==> src/rtl/twobus_pkg.sv <==
package twobus_pkg;
  localparam int NREG = 6;
  localparam int OPW  = 4;

  typedef enum logic [2:0] {
    R_PC = 3'd0, R_IR = 3'd1, R_MAR = 3'd2, R_MDR = 3'd3, R_ACC = 3'd4, R_Y = 3'd5
  } reg_e;

  typedef enum logic [2:0] {
    F_ADD  = 3'b000, F_PASS = 3'b001, F_INC = 3'b010, F_SHL = 3'b011,
    F_SUB  = 3'b100, F_NOT  = 3'b101, F_DEC = 3'b110, F_SHR = 3'b111
  } alu_fn_e;

  localparam logic [OPW-1:0] OP_HALT  = 4'd0;
  localparam logic [OPW-1:0] OP_LOAD  = 4'd1;
  localparam logic [OPW-1:0] OP_STORE = 4'd2;
  localparam logic [OPW-1:0] OP_ADD   = 4'd3;
  localparam logic [OPW-1:0] OP_SUB   = 4'd4;
  localparam logic [OPW-1:0] OP_JUMP  = 4'd5;
  localparam logic [OPW-1:0] OP_INC   = 4'd6;
  localparam logic [OPW-1:0] OP_DEC   = 4'd7;
  localparam logic [OPW-1:0] OP_SHL   = 4'd8;
  localparam logic [OPW-1:0] OP_SHR   = 4'd9;
  localparam logic [OPW-1:0] OP_NOT   = 4'd10;

  typedef struct packed {
    logic [NREG-1:0] a_in;
    logic [NREG-1:0] a_out;
    logic [NREG-1:0] b_in;
    logic [NREG-1:0] b_out;
    logic            alu_a_out;
    alu_fn_e         fn;
    logic            mem_rd;
    logic            mem_wr;
    logic            mdr_take;
  } ctl_t;
endpackage

==> src/rtl/twobus_alu.sv <==
module twobus_alu import twobus_pkg::*; #(
  parameter int DW = 16
) (
  input  logic [DW-1:0] b_in,
  input  logic [DW-1:0] y_in,
  input  alu_fn_e       fn,
  output logic [DW-1:0] res
);
  always_comb begin
    unique case (fn)
      F_ADD:   res = b_in + y_in;
      F_PASS:  res = b_in;
      F_INC:   res = b_in + 1'b1;
      F_SHL:   res = b_in << 1;
      F_SUB:   res = b_in - y_in;
      F_NOT:   res = ~b_in;
      F_DEC:   res = b_in - 1'b1;
      F_SHR:   res = b_in >> 1;
      default: res = b_in;
    endcase
  end
endmodule

==> src/rtl/twobus_ctrl.sv <==
module twobus_ctrl import twobus_pkg::*; (
  input  logic           clk,
  input  logic           rst_n,
  input  logic [OPW-1:0] op,
  output ctl_t           ctl,
  output logic           halted
);
  typedef enum logic [3:0] {
    S_F0, S_F1, S_F2, S_F3, S_X0, S_X1, S_X2, S_X3, S_X4, S_HALT
  } st_e;

  st_e st_q, st_d;

  function automatic alu_fn_e unary_fn(input logic [OPW-1:0] o);
    case (o)
      OP_INC:  return F_INC;
      OP_DEC:  return F_DEC;
      OP_SHL:  return F_SHL;
      OP_SHR:  return F_SHR;
      default: return F_NOT;
    endcase
  endfunction

  logic is_mem_op, is_unary;
  assign is_mem_op = (op == OP_LOAD) || (op == OP_STORE) || (op == OP_ADD) || (op == OP_SUB);
  assign is_unary  = (op >= OP_INC) && (op <= OP_NOT);

  always_comb begin
    ctl    = '0;
    ctl.fn = F_PASS;
    st_d   = st_q;
    unique case (st_q)
      S_F0: begin
        ctl.a_out[R_PC] = 1'b1; ctl.a_in[R_MAR] = 1'b1; st_d = S_F1;
      end
      S_F1: begin
        ctl.mem_rd = 1'b1;
        ctl.b_out[R_PC] = 1'b1; ctl.fn = F_INC; ctl.alu_a_out = 1'b1; ctl.a_in[R_PC] = 1'b1;
        st_d = S_F2;
      end
      S_F2: begin
        ctl.mdr_take = 1'b1; st_d = S_F3;
      end
      S_F3: begin
        ctl.a_out[R_MDR] = 1'b1; ctl.a_in[R_IR] = 1'b1; st_d = S_X0;
      end
      S_X0: begin
        st_d = S_F0;
        if (op == OP_HALT) begin
          st_d = S_HALT;
        end else if (is_mem_op) begin
          ctl.a_out[R_IR] = 1'b1; ctl.a_in[R_MAR] = 1'b1; st_d = S_X1;
        end else if (op == OP_JUMP) begin
          ctl.a_out[R_IR] = 1'b1; ctl.a_in[R_PC] = 1'b1;
        end else if (is_unary) begin
          ctl.b_out[R_ACC] = 1'b1; ctl.fn = unary_fn(op);
          ctl.alu_a_out = 1'b1; ctl.a_in[R_ACC] = 1'b1;
        end
      end
      S_X1: begin
        if (op == OP_STORE) begin
          ctl.a_out[R_ACC] = 1'b1; ctl.a_in[R_MDR] = 1'b1;
        end else begin
          ctl.mem_rd = 1'b1;
        end
        st_d = S_X2;
      end
      S_X2: begin
        if (op == OP_STORE) begin
          ctl.mem_wr = 1'b1; st_d = S_F0;
        end else begin
          ctl.mdr_take = 1'b1;
          if (op == OP_ADD) begin
            ctl.a_out[R_ACC] = 1'b1; ctl.a_in[R_Y] = 1'b1;
          end
          st_d = S_X3;
        end
      end
      S_X3: begin
        st_d = S_F0;
        if (op == OP_LOAD) begin
          ctl.a_out[R_MDR] = 1'b1; ctl.a_in[R_ACC] = 1'b1;
        end else if (op == OP_ADD) begin
          ctl.b_out[R_MDR] = 1'b1; ctl.fn = F_ADD;
          ctl.alu_a_out = 1'b1; ctl.a_in[R_ACC] = 1'b1;
        end else begin
          ctl.a_out[R_MDR] = 1'b1; ctl.a_in[R_Y] = 1'b1; st_d = S_X4;
        end
      end
      S_X4: begin
        ctl.b_out[R_ACC] = 1'b1; ctl.fn = F_SUB;
        ctl.alu_a_out = 1'b1; ctl.a_in[R_ACC] = 1'b1; st_d = S_F0;
      end
      S_HALT: st_d = S_HALT;
      default: st_d = S_F0;
    endcase
  end

  always_ff @(posedge clk or negedge rst_n) begin
    if (!rst_n) st_q <= S_F0;
    else        st_q <= st_d;
  end

  assign halted = (st_q == S_HALT);
endmodule

==> src/rtl/twobus_datapath.sv <==
module twobus_datapath import twobus_pkg::*; #(
  parameter int DW = 16
) (
  input  logic          clk,
  input  logic          rst_n,
  input  ctl_t          ctl,
  input  logic [DW-1:0] mem_rdata,
  output logic [DW-1:0] pc_q,
  output logic [DW-1:0] ir_q,
  output logic [DW-1:0] mar_q,
  output logic [DW-1:0] mdr_q,
  output logic [DW-1:0] acc_q
);
  localparam int AW = DW - OPW;

  logic [DW-1:0] regs [NREG];
  logic [DW-1:0] src  [NREG];
  logic [DW-1:0] a_bus, b_bus, alu_res;

  for (genvar i = 0; i < NREG; i++) begin : g_reg
    if (i == int'(R_IR)) begin : g_addr_only
      assign src[i] = {{OPW{1'b0}}, regs[i][AW-1:0]};
    end else begin : g_full
      assign src[i] = regs[i];
    end

    if (i == int'(R_MDR)) begin : g_mdr
      always_ff @(posedge clk or negedge rst_n) begin
        if (!rst_n)            regs[i] <= '0;
        else if (ctl.mdr_take) regs[i] <= mem_rdata;
        else if (ctl.a_in[i])  regs[i] <= a_bus;
        else if (ctl.b_in[i])  regs[i] <= b_bus;
      end
    end else begin : g_plain
      always_ff @(posedge clk or negedge rst_n) begin
        if (!rst_n)           regs[i] <= '0;
        else if (ctl.a_in[i]) regs[i] <= a_bus;
        else if (ctl.b_in[i]) regs[i] <= b_bus;
      end
    end
  end

  always_comb begin
    a_bus = ctl.alu_a_out ? alu_res : '0;
    b_bus = '0;
    for (int i = 0; i < NREG; i++) begin
      if (ctl.a_out[i]) a_bus = a_bus | src[i];
      if (ctl.b_out[i]) b_bus = b_bus | src[i];
    end
  end

  twobus_alu #(.DW(DW)) u_alu (
    .b_in(b_bus), .y_in(regs[R_Y]), .fn(ctl.fn), .res(alu_res)
  );

  assign pc_q  = regs[R_PC];
  assign ir_q  = regs[R_IR];
  assign mar_q = regs[R_MAR];
  assign mdr_q = regs[R_MDR];
  assign acc_q = regs[R_ACC];
endmodule

==> src/rtl/twobus_acc_cpu.sv <==
module twobus_acc_cpu import twobus_pkg::*; #(
  parameter int DW = 16
) (
  input  logic              clk,
  input  logic              rst_n,
  output logic              mem_rd,
  output logic              mem_wr,
  output logic [DW-OPW-1:0] mem_addr,
  output logic [DW-1:0]     mem_wdata,
  input  logic [DW-1:0]     mem_rdata,
  output logic [DW-1:0]     acc_o,
  output logic [DW-OPW-1:0] pc_o,
  output logic              halted
);
  localparam int AW = DW - OPW;

  ctl_t          ctl;
  logic [DW-1:0] pc_q, ir_q, mar_q, mdr_q, acc_q;
  logic [NREG:0] a_drv;
  logic [NREG-1:0] b_drv;

  twobus_ctrl u_ctrl (
    .clk(clk), .rst_n(rst_n), .op(ir_q[DW-1:AW]), .ctl(ctl), .halted(halted)
  );

  twobus_datapath #(.DW(DW)) u_dp (
    .clk(clk), .rst_n(rst_n), .ctl(ctl), .mem_rdata(mem_rdata),
    .pc_q(pc_q), .ir_q(ir_q), .mar_q(mar_q), .mdr_q(mdr_q), .acc_q(acc_q)
  );

  assign a_drv     = {ctl.alu_a_out, ctl.a_out};
  assign b_drv     = ctl.b_out;
  assign mem_rd    = ctl.mem_rd;
  assign mem_wr    = ctl.mem_wr;
  assign mem_addr  = mar_q[AW-1:0];
  assign mem_wdata = mdr_q;
  assign acc_o     = acc_q;
  assign pc_o      = pc_q[AW-1:0];
endmodule

==> config.mk <==
export PLATFORM = sky130hd
export DESIGN_NAME = twobus_acc_cpu
export DESIGN_NICKNAME = d
export VERILOG_FILES = /design/src/rtl/twobus_pkg.sv /design/src/rtl/twobus_alu.sv /design/src/rtl/twobus_ctrl.sv /design/src/rtl/twobus_datapath.sv /design/src/rtl/twobus_acc_cpu.sv
export SDC_FILE = /design/constraint.sdc
export NUM_CORES = 1
export LEC_CHECK = 0
export CAP_MARGIN = 20
export CORE_MARGIN = 5
export CORE_UTILIZATION = 30
export CTS_CLUSTER_SIZE = 8
export DETAILED_ROUTE_END_ITERATION = 8
export DONT_BUFFER_PORTS = 1
export GPL_TIMING_DRIVEN = 1
export HOLD_SLACK_MARGIN = 0.12
export MAX_ROUTING_LAYER = met4
export PLACE_DENSITY_LB_ADDON = 0.2
export SLEW_MARGIN = 20
export SYNTH_ARGS = -nofsm -noshare
export SYNTH_HDL_FRONTEND = slang
export SYNTH_SLANG_ARGS = --single-unit
export TNS_END_PERCENT = 10
==> constraint.sdc <==
create_clock -name clk -period 5.35 [get_ports clk]
set_input_delay 1.07 -clock clk [delete_from_list [all_inputs] [get_ports clk]]
set_output_delay 1.07 -clock clk [all_outputs]
set_load 0.1 [all_outputs]
==> out/results.tsv, run 1 <==
metric	value	unit
skew	0.007324	ns
yosys_warnings	0	
pre_cts_ws	0.3704	ns
fp.coreArea	0.02182	mm²
cts-root-buf	clkbuf_16	
row_count	54	
post-dp-hpwl	17.54	mm
status	complete, no violations	
r2r_start	u_ctrl.st_q[1]$_DFF_PN0_	
grt_pass1_wl	36.01	mm
io_pins	77	
post-route-period-util	0.9219	
post_synth.cell_area_avg	8.587	µm²
cts_made_buffers	9	
initial_core_util	0.3046	
drt-vias-per-instance	5.906	
timing.setup.tns	0	ns
cp_max_fo	15	
synth_edf_count	0	
setup_viol	0	
layout_min_cycle_time	4.932	ns
synth_cells	774	
gp_congestion	0.9423	
critPathCapture	u_dp.mdr_q[10]$_DFFE_PN0P_	
regToRegSetupSlack	0.42	ns
die_h	158.8	µm
initialDrtViolationCount	602	
hold_path.class	in -> async	
post-cts-setup-buffers	0	
grt.total_usage	0.1884	
critPathLaunch	u_ctrl.st_q[1]$_DFF_PN0_	
relSlewSlack	0.2507	
wirelength	23.68	mm
antenna_left	0	
ys_seq_area_frac	0.3614	
worstPathArrival	5.16	ns
ff2ff_path_depth	15	
grt_overflow	0	
clock.fmax	202.8	MHz
ys_ff_latch	96	
ys.flop_type	dfrtp_1	
finalHoldViolCount	0	
tightest_slew	1.124	ns
syn_area	0.006646	mm²
cts_buffer_depth	2	
critPathRequiredTime	5.57	ns
syn_to_final_growth	3.652	%
async_flop_share	1.000	
fin_nets	743	
grt_pass1_vias	5672	
path_class	reg -> reg	
grt_max_degree	97	
dr.pass1.iters	6	
rsz0062_at_grt	no	
setup_ws	0.4179	ns
clock_latency	0.36	ns
h-tree-depth	3	
diodes	0	
slew_viol_final	0	
num_vias	5859	
netlist-cell-type-count	72	
fin_hold_ws	0.4018	ns
io_buffers	0	
clkSlewWorstSetupHoldPaths	0.07	ns
regToRegEndpoint	u_dp.mdr_q[10]$_DFFE_PN0P_	
cts_tree	built	
crit_path_end_kind	flop	
drive_gt1_frac	0.1138	
die_w	158.8	µm
max_cap_viol_count	0	
syn_nets	809	
fin_area	0.006889	mm²
die_area	0.02523	mm²
antenna_found_initial	0	
start_kind	flop	
placed_cell_area	0.006599	mm²
drc	0	
wl_per_cell	23.87	µm
clock-sinks	96	
==> critical path, cell delays in order, from the launching register on <==
cell,delay [ns]
dfrtp_1,0.56
or4b_1,0.76
o22ai_1,0.31
a211o_1,0.42
nor2_1,0.27
nand2_1,0.20
o221ai_1,0.18
ha_1,0.37
nor2b_1,0.16
o31a_1,0.30
o211ai_1,0.22
nand2b_1,0.13
a21oi_1,0.19
mux2i_1,0.11
nor4_2,0.50
o21ai_1,0.13
==> final cells by class <==
cell class	count	area, µm²
repair buffers	22	185.2
multi-input cells	564	3608
clock inverters	4	53.80
fillers	2294	14930
flip-flops and latches	96	2402
well taps	280	350.3
clock buffers	11	232.7
inverters	15	56.30
==> stage by stage <==
step                      std cells  utilization
after floorplan                 774            -
after global placement          977       0.3024
after detailed placement        977       0.3024
after CTS                       992       0.3155
after global routing            992       0.3157
final                           992       0.3157
==> registers in the layout, summed over array words and instances (netlist names) <==
signal and count:
u_dp.acc_q 16, u_dp.ir_q 16, u_dp.mdr_q 16, u_dp.pc_q 16
u_dp.regs 16, u_dp.mar_q 12, u_ctrl.st_q 4
==> worst min path at each step <==
| stage | start | to | slack, ns | cells after the start |
|---|---|---|---|---|
| after floorplan | u_dp.ir_q[6]$_DFFE_PN0P_ | u_dp.ir_q[6]$_DFFE_PN0P_ | 0.48 | 1 |
| after global placement | u_dp.ir_q[6]$_DFFE_PN0P_ | u_dp.ir_q[6]$_DFFE_PN0P_ | 0.49 | 1 |
| after detailed placement | u_dp.ir_q[6]$_DFFE_PN0P_ | u_dp.ir_q[6]$_DFFE_PN0P_ | 0.50 | 1 |
| after CTS | rst_n | u_dp.ir_q[1]$_DFFE_PN0P_ | 0.39 | 0 |
| after global routing | rst_n | u_dp.mdr_q[0]$_DFFE_PN0P_ | 0.38 | 0 |
| final | rst_n | u_dp.pc_q[3]$_DFFE_PN0P_ | 0.40 | 0 |
==> cells in the mapped netlist (8+ instances only) <==
cell type	count	area, µm²
xnor2_1	10	87.58
mux2_2	10	112.6
o21ai_0	34	170.2
nand2_1	51	191.4
a22o_1	15	131.4
dfrtp_1	96	2402
a222oi_1	18	180.2
nor2b_1	12	75.07
clkbuf_1	21	78.83
buf_4	61	457.9
inv_1	15	56.30
nor3_1	19	95.09
a31o_2	8	70.07
nor2_1	111	416.7
ha_1	16	200.2
buf_2	13	65.06
a31oi_1	12	75.07
nand2b_1	8	50.05
a21oi_1	90	450.4
a22oi_1	19	142.6
==> metal layers <==
layer | routed length [µm] | GRT usage | vias to the layer above | share of wire
li1 | - | - | 2676 | -
met1 | 10480 | 0.2489 | 2891 | 0.44
met2 | 10700 | 0.2840 | 242 | 0.45
met3 | 1778 | 0.04329 | 50 | 0.075
met4 | 722 | 0.06609 | 0 | 0.030
met5 | 0 | - | - | 0
==> cells in the final DEF (no fill, tap or decap), drive strengths merged, types with 10 or more instances in the layout <==
master | netlist | routed
nor3 | 20 | 20
o21ai | 42 | 42
xnor2 | 10 | 10
nand2 | 51 | 51
a22o | 15 | 15
a22oi | 20 | 20
ha | 16 | 16
clkbuf | 22 | 11
buf | 77 | 22
mux2 | 10 | 10
a21oi | 90 | 90
a31oi | 13 | 13
a222oi | 18 | 18
dfrtp | 96 | 96
nor2 | 114 | 114
nor2b | 12 | 12
inv | 15 | 16
a221oi | 10 | 10
==> what timing repair did <==
item	4_1_cts	5_1_grt
hold buffers	0	0
setup endpoints to repair	0	5
resized for setup	0	2
==> cells by family (layout without fill, tap and decap cells) <==
group	count (synthesis)	after routing	share of synthesized area
and+or+nand+nor	235	235	0.1619
muxes	16	16	0.02598
AOI/OAI and AO/OA	279	279	0.2916
xor gates and xnor gates	17	17	0.02447
DFF	96	96	0.3614
buffers and inverters	114	52	0.1015
adders and majority gates	17	17	0.03313
Power of run 1 is left out: the tool's default activity adds up to more than one toggle a clock period on the data nets, which glitch-free logic cannot reach.
==> inputs of run 2 (changes only) <==
==> constraint.sdc (replaced) <==
create_clock -name clk -period 4.1 [get_ports clk]
set_input_delay 0.82 -clock clk [delete_from_list [all_inputs] [get_ports clk]]
set_output_delay 0.82 -clock clk [all_outputs]
set_load 0.1 [all_outputs]
==> run 2 against run 1 <==
Worst setup slack got worse by 0.38 ns. Register-to-register slack worse by 0.38 ns. Wire length up 11%. Core utilization is 6.2 points higher. Final area rose by 20%. Clock-buffer cell count fell by 1. Non-clock buffer count grew 140. Sequential share of layout area decreased by 5.7 points. Flip-flop and latch count did not move. Critical endpoint is now u_dp.pc_q[10]$_DFFE_PN0P_.
==> out/results.tsv, run 2 (synthesis results as in run 1) <==
metric	value	unit	change
cp_cell_sequence	buf_6, nand4b_1, a21oi_2, buf_4, a211oi_4, nand2_2, buf_4, nand2_1, ha_2, fa_2, nor2b_4, o31a_1, o211ai_1, nand2b_1, a21oi_2, mux2i_1, nor4_2, buf_4, a21oi_1		was or4b_1, o22ai_1, a211o_1, nor2_1, nand2_1, o221ai_1, ha_1, nor2b_1, o31a_1, o211ai_1, nand2b_1, a21oi_1, mux2i_1, nor4_2, o21ai_1
layout_commonest_cell	buf_4		was nor2_1
path_class	reg -> reg		unchanged
grt_pass1_wl	39.21	mm	was 36.01 mm
max_cap_viol_count	0		unchanged
initial_core_util	0.3046		unchanged
gr-usage-met3	0.04277		was 0.04329
wirelength	26.18	mm	was 23.68 mm
slew_viol_final	0		unchanged
rsz0062_at_grt	yes		was no
clock.fmax	246.2	MHz	was 202.8 MHz
cp_slowest_cell	dfrtp_2		was or4b_1
die_h	158.8	µm	unchanged
layout_common_cells	151 x buf_4, 105 x nor2_1, 93 x dfrtp_1, 85 x a21oi_1, 49 x nand2_1		was 110 x nor2_1, 96 x dfrtp_1, 89 x a21oi_1, 51 x nand2_1, 34 x o21ai_0
critPathRequiredTime	4.33	ns	was 5.57 ns
antenna_found_initial	0		unchanged
gp_congestion	0.9523		was 0.9423
setup_viol	0		unchanged
grt_max_degree	97		unchanged
h-tree-depth	3		unchanged
post-route-util	0.3774		was 0.3157
finalHoldViolCount	0		unchanged
status	complete, no violations		unchanged
skew	0.01388	ns	was 0.007324 ns
syn_to_final_growth	23.91	%	was 3.652%
post-route-period-util	0.9908		was 0.9219
hold_path.class	in -> async		unchanged
initialDrtViolationCount	601		was 602
use_met1	0.2672		was 0.2489
pre_cts_ws	-0.3555	ns	was 0.3704 ns
wl_per_cell	23.11	µm	was 23.87 µm
cpMostUsedCell	buf_4		
io_pins	77		unchanged
clock-sinks	96		unchanged
post-dp-hpwl	20.06	mm	was 17.54 mm
fin_area	0.008235	mm²	was 0.006889 mm²
fp.coreArea	0.02182	mm²	unchanged
die_area	0.02523	mm²	unchanged
start_kind	flop		unchanged
relSlewSlack	0.2877		was 0.2507
cts_buffer_depth	2		unchanged
setup_ws	0.03775	ns	was 0.4179 ns
grt.total_usage	0.2059		was 0.1884
clkSlewWorstSetupHoldPaths	0.08	ns	was 0.07 ns
dr.pass1.iters	7		was 6
grt_overflow	0		unchanged
fin_nets	883		was 743
max_stage_delay	0.44	ns	was 0.76 ns
die_w	158.8	µm	unchanged
regToRegSetupSlack	0.04	ns	was 0.42 ns
row_count	54		unchanged
cp_max_fo	5		was 15
crit_path_end_kind	flop		unchanged
cts_made_buffers	9		unchanged
layout_min_cycle_time	4.062	ns	was 4.932 ns
drc	0		unchanged
cts-root-buf	clkbuf_16		unchanged
drt-vias-per-instance	5.601		was 5.906
num_vias	6346		was 5,859
placed_cell_area	0.007557	mm²	was 0.006599 mm²
io_buffers	0		unchanged
clock_latency	0.37	ns	was 0.36 ns
antenna_left	0		unchanged
diodes	0		unchanged
worstPathArrival	4.29	ns	was 5.16 ns
cts_tree	built		unchanged
grt_pass1_vias	6369		was 5,672
top_usage_layer	met2		unchanged
grt_use_met2	0.3187		was 0.2840
holdBufCountCts	0		unchanged
tightest_slew	1.068	ns	was 1.124 ns
drive_gt1_frac	0.3036		was 0.1138
[run 2: changes by cell type in the layout (fill, tap and decap cells not counted), sizes merged]
| cell | delta |
|---|---|
| inv | +2 |
| clkinv | +3 |
| clkinvlp | -2 |
| bufinv | -1 |
| clkbuf | -1 |
| buf | +140 |
[run 2: layout make-up]
| type | count | area [µm²] |
|---|---|---|
| tap | 280 | 350.3 |
| timing repair buffer | 162 | 1286 |
| fill | 2233 | 13590 |
| multi-input combinational | 564 | 3835 |
| clock inverter | 6 | 62.56 |
| clock buffer | 10 | 239.0 |
| sequential | 96 | 2406 |
| inverter | 15 | 56.30 |
[run 2: path summary, 6_finish.rpt]
check	start	to	cells after the start
worst min-delay path	rst_n	u_dp.acc_q[3]$_DFFE_PN0P_	0
worst max-delay path	u_ctrl.st_q[0]$_DFF_PN0_	u_dp.pc_q[10]$_DFFE_PN0P_	19
min in group clk	u_dp.ir_q[6]$_DFFE_PN0P_	u_dp.ir_q[6]$_DFFE_PN0P_	1
max in group asynchronous	rst_n	u_ctrl.st_q[2]$_DFF_PN0_	0
worst max register to register	u_ctrl.st_q[0]$_DFF_PN0_	u_dp.pc_q[10]$_DFFE_PN0P_	19
worst min register to register	u_dp.ir_q[6]$_DFFE_PN0P_	u_dp.ir_q[6]$_DFFE_PN0P_	1
[run 2: repair_timing]
| action | CTS | global route |
|---|---|---|
| endpoints found under the hold margin | 0 | 0 |
| setup endpoints to repair | 14 | 42 |
| resized for setup | 8 | 56 |
| pin swaps | 2 | 26 |
| setup buffers | 1 | 14 |
[run 2: routing by layer]
metal	up-vias	share of wire	routed length (µm)
met5	-	0	0
met4	0	0.025	648
met3	37	0.059	1537
met2	218	0.48	12450
met1	3136	0.44	11550
li1	2955	-	-
[run 2: metrics by stage]
step | setup TNS [ns] | hold WS [ns] | std cells
2_1_floorplan | 0 | 0.4806 | 774
3_3_place_gp | -2.943 | 0.4892 | 1103
3_5_place_dp | -2.645 | 0.5114 | 1103
4_1_cts | 0 | 0.1260 | 1120
5_1_grt | -0.7914 | 0.1263 | 1133
6_report | 0 | 0.1396 | 1133
[run 2: critical path, delay by kind of cell, from the launching register on]
family          cells  cell delay [ns]
fa+ha+maj           2             0.45
simple gates        6             1.10
compound gates      6             1.20
flops               1             0.44
mux                 1             0.10
buf+inv             4             0.65
Power of run 2 is left out for the same reason.
